### config.mk
export PLATFORM = sky130hd
export DESIGN_NAME = issue_queue
export DESIGN_NICKNAME = d
export VERILOG_FILES = /design/src/rtl/issue_queue.sv
export SDC_FILE = /design/constraint.sdc
export NUM_CORES = 1
export LEC_CHECK = 0
export ABC_CLOCK_PERIOD_IN_PS = 10700
export BUFFER_PORTS_ARGS = -buffer_cell sky130_fd_sc_hd__buf_2
export CORE_MARGIN = 2
export CORE_UTILIZATION = 30
export CTS_CLUSTER_DIAMETER = 80
export CTS_CLUSTER_SIZE = 20
export DETAILED_ROUTE_END_ITERATION = 8
export PLACE_DENSITY = 0.48
export SLEW_MARGIN = 0
export SYNTH_ARGS = -nofsm -noshare
export SYNTH_HDL_FRONTEND = slang
export SYNTH_SLANG_ARGS = --single-unit
### constraint.sdc
create_clock -name clk -period 10.7 [get_ports clk]
set_clock_uncertainty 0.15 [all_clocks]
set_input_delay 0.535 -clock clk [delete_from_list [all_inputs] [get_ports clk]]
set_output_delay 0.535 -clock clk [all_outputs]
set_load 0.03 [all_outputs]
### src/rtl/issue_queue.sv
module issue_queue #(
  parameter int DEPTH = 8,
  parameter int IDXW  = 4
) (
  input  logic                 clk,
  input  logic                 rst_n,
  input  logic                 disp_valid,
  input  logic [IDXW-1:0]      disp_idx,
  input  logic                 disp_opnd_ok,
  input  logic                 disp_load,
  input  logic                 disp_store,
  input  logic                 disp_grp,
  input  logic                 grp_busy,
  input  logic                 ldq_full,
  input  logic                 stq_full,
  input  logic [DEPTH-1:0]     wake,
  input  logic                 res_grant,
  input  logic                 wb_valid,
  input  logic [IDXW-1:0]      wb_idx,
  output logic                 iss_valid,
  output logic [IDXW-1:0]      iss_idx,
  output logic [2*DEPTH-1:0]   ent_state,
  output logic [2:0]           adm_code
);
  localparam int SW = (DEPTH > 1) ? $clog2(DEPTH) : 1;
  localparam logic [1:0] S_FREE = 2'd0, S_WAIT = 2'd1, S_RDY = 2'd2, S_EXE = 2'd3;

  logic [1:0]      st  [DEPTH];
  logic [IDXW-1:0] tag [DEPTH];
  logic [DEPTH-1:0] free_v, rdy_v;
  logic [SW-1:0]   alloc_slot, sel_slot;
  logic            sel_found;
  logic [IDXW-1:0] sel_tag;
  logic            accept;

  function automatic logic older(input logic [IDXW-1:0] a, input logic [IDXW-1:0] b);
    logic [IDXW-1:0] d;
    d = a - b;
    return d[IDXW-1];
  endfunction

  for (genvar g = 0; g < DEPTH; g++) begin : g_vec
    assign free_v[g]          = (st[g] == S_FREE);
    assign rdy_v[g]           = (st[g] == S_RDY);
    assign ent_state[2*g +: 2] = st[g];
  end

  always_comb begin
    alloc_slot = '0;
    for (int i = DEPTH - 1; i >= 0; i--)
      if (free_v[i]) alloc_slot = SW'(i);
  end

  always_comb begin
    sel_found = 1'b0;
    sel_slot  = '0;
    sel_tag   = '0;
    for (int i = 0; i < DEPTH; i++)
      if (rdy_v[i] && (!sel_found || older(tag[i], sel_tag))) begin
        sel_found = 1'b1;
        sel_slot  = SW'(i);
        sel_tag   = tag[i];
      end
  end

  assign iss_valid = res_grant && sel_found;
  assign iss_idx   = sel_tag;

  always_comb begin
    if (free_v == '0)                 adm_code = 3'd1;
    else if (disp_grp && grp_busy)    adm_code = 3'd2;
    else if (disp_load && ldq_full)   adm_code = 3'd3;
    else if (disp_store && stq_full)  adm_code = 3'd4;
    else                              adm_code = 3'd0;
  end

  assign accept = disp_valid && (adm_code == 3'd0);

  always_ff @(posedge clk) begin
    if (!rst_n) begin
      for (int i = 0; i < DEPTH; i++) begin
        st[i]  <= S_FREE;
        tag[i] <= '0;
      end
    end else begin
      for (int i = 0; i < DEPTH; i++) begin
        case (st[i])
          S_FREE: if (accept && alloc_slot == SW'(i)) begin
            st[i]  <= disp_opnd_ok ? S_RDY : S_WAIT;
            tag[i] <= disp_idx;
          end
          S_WAIT: if (wake[i]) st[i] <= S_RDY;
          S_RDY:  if (iss_valid && sel_slot == SW'(i)) st[i] <= S_EXE;
          default: if (wb_valid && tag[i] == wb_idx) st[i] <= S_FREE;
        endcase
      end
    end
  end
endmodule

==> impl_metrics.json <==
{
  "path_class": "reg2out",
  "clk_pin_slew_ns": 0.06,
  "ys.flop_type": "edfxtp_1",
  "grt_pass1_wl_um": 21640,
  "crit_slowest_cell": "edfxtp_1",
  "hpwl_um": 10930,
  "drive_gt1_share_pct": 27.08,
  "hold_violations": 0,
  "drtPass1Iterations": 5,
  "hold_path_class": "in2reg",
  "drc": 0,
  "syn_nets": 574,
  "numCtsBuffers": 5,
  "area_delta_synth_final_pct": 24.54,
  "tritoncts": "built",
  "fillers": 1505,
  "slowest_delay_ns": 0.42,
  "initial_core_util_pct": 30.79,
  "cp_max_fo": 7,
  "grt_max_degree": 32,
  "post-route-util_pct": 38.34,
  "ir_drop_uv": 85.77,
  "antenna_found_initial": 0,
  "clkSinkCount": 48,
  "synth_edf_count": 48,
  "drt-total-wl_um": 14070,
  "rows": 44,
  "clock_tree.buffer_depth": 2,
  "synth.distinct_cells": 75,
  "power_density_mw_per_mm2": 157.4,
  "slew_headroom_pct": 51.40,
  "die_width_um": 126.4,
  "io_pins": 52,
  "netlist.area_leader.share_pct": 32.09,
  "core_region_area_mm2": 0.01459,
  "cp_data_required_time_ns": 10.02,
  "fin_crit_sh_pct": 96.97,
  "routed_via_density": 5.611,
  "dieArea_mm2": 0.01597,
  "routabilityCongestion": 0.8692,
  "ys_warn_count": 0,
  "postSynthAreaPerCell_um2": 8.334,
  "h-tree-depth": 2,
  "antenna-diode-count": 0,
  "rr_worst_depth": 48,
  "cts.root.buffer_cell": "clkbuf_16",
  "ys_ff_latch": 48,
  "hold_depth": 2,
  "worstMarginPinSlew_ns": 0.7196,
  "syn_area_mm2": 0.004492,
  "grt_pass1_vias": 4106,
  "p_leak_nw": 2.203,
  "fp.dieH_um": 126.4,
  "fin_nets": 647,
  "async_flop_share_pct": 0,
  "syn_inst": 539,
  "cp-end-kind": "primary output",
  "yosys-top-cells-area": "edfxtp_1 (32%), nor2_1 (6.2%), nand2_1 (5.7%)",
  "grt_usage_pct": 16.85,
  "portBuffers": 51,
  "min_period_ns": 10.38,
  "rsz0062_at_grt": "yes",
  "slew_viol_final": 0,
  "yosysSeqAreaShare_pct": 32.09,
  "synthTopCellsByCount": "nor2_1 (74), nand2_1 (68), edfxtp_1 (48)",
  "crit_arrival_ns": 9.69,
  "wl_per_cell_um": 17.65,
  "max_freq_mhz": 96.37,
  "drt_iter0_drc": 263,
  "power_mw": 0.8805,
  "ant_nets": 0,
  "holdWs_ns": 0.4230,
  "setup_violations": 0,
  "fin_tns_setup_ns": 0,
  "yosysMostFrequentCell": "nor2_1",
  "holdBufCountCts": 0,
  "overflow": 0,
  "start_kind": "register",
  "clk-insertion-delay-late_ns": 0.28,
  "vias": 4472,
  "status": "complete, no violations",
  "synth_top_cell_by_area": "edfxtp_1",
  "drv_cap": 0
}
==> layout by cell type, fill, tap and decap left out, types with 4 or more instances in the layout <==
cell type / n
a211oi_1: 4
a21oi_1: 16
and2_1: 6
and3_1: 4
buf_2: 49
buf_4: 37
clkbuf_16: 5
edfxtp_1: 48
ha_2: 4
inv_1: 17
mux2i_1: 6
mux2i_2: 5
nand2_1: 64
nand2_2: 5
nand2b_1: 11
nand3_1: 11
nand3b_1: 4
nand4_1: 14
nand4b_1: 6
nor2_1: 74
nor2b_1: 16
nor3_1: 14
nor4_1: 5
o211ai_1: 5
o21ai_0: 17
o21ai_1: 9
o21ai_2: 5
o31ai_1: 5
or3_1: 6
xnor2_1: 16
xor2_1: 26
==> routing by layer <==
metal	up-vias	part of all wire [%]	GRT usage, %
li1	2124	-	-
met1	2169	45	23.59
met2	165	48	27.59
met3	14	5.8	1.982
met4	0	1.6	4.590
met5	-	0	0
==> registers in the layout, summed over array words and instances, names as in the netlist <==
register,count
st,16
tag,32
==> area by class of cell <==
| type | instances | area, um2 | share of cell area, % |
|---|---|---|---|
| Multi-Input combinational cell | 453 | 3168 | 56.63 |
| Sequential cell | 48 | 1441 | 25.77 |
| Timing Repair Buffer | 86 | 523.0 | 9.349 |
| Tap cell | 184 | 230.2 | 4.115 |
| Clock buffer | 6 | 128.9 | 2.304 |
| Inverter | 18 | 67.56 | 1.208 |
| Clock inverter | 2 | 35.03 | 0.6263 |
==> metrics by stage <==
| stage | setup slack (ns) | cell area, um2 | std cells |
|---|---|---|---|
| 2_1_floorplan | 0.1313 | 4492 | 539 |
| 3_3_place_gp | 0.08485 | 5039 | 773 |
| 3_5_place_dp | -0.1261 | 5039 | 773 |
| 4_1_cts | 0.008562 | 5254 | 784 |
| 5_1_grt | -0.2214 | 5594 | 797 |
| 6_report | 0.3237 | 5594 | 797 |
==> worst paths after layout <==
path / to / slack [ns] / from
worst min register to register: st[0][3] / 0.64 / st[0][2]
worst max register to register: st[0][4] / 0.36 / st[0][0]
worst min-delay path: st[1][2] / 0.42 / disp_opnd_ok
worst max-delay path: iss_idx[3] / 0.32 / st[0][0]
==> where the power goes <==
group / switching [mW] / internal [mW]
clock network: 0.0642 / 0.110
registers: 0.0221 / 0.224
logic: 0.264 / 0.197
==> worst max-delay path, delay by kind of cell, from the launching register on <==
kind | cells | cell delay, ns
fa+ha+maj | 5 | 1.32
xor+xnor | 4 | 0.85
simple gates | 11 | 1.84
mux | 6 | 1.51
flops | 1 | 0.42
buf+inv | 5 | 0.51
compound gates | 16 | 2.92
==> logic make-up (layout without fill, tap and decap cells) <==
family / after synthesis / after routing / share of synthesized area [%]
and+or+nand+nor: 260 / 260 / 28.94
AOI/OAI and AO/OA: 123 / 123 / 20.36
DFF: 48 / 48 / 32.09
xor gates and xnor gates: 45 / 45 / 9.109
buffers and inverters: 38 / 112 / 3.314
muxes: 15 / 15 / 3.538
adders and majority gates: 10 / 10 / 2.646
==> timing repair <==
item	4_1_cts	5_1_grt
buffers inserted	3	13
setup endpoints to repair	13	36
gates resized for setup	9	58
cloned	0	0
pin swaps	1	22
Note: power is estimated with default switching activity, not from simulation.
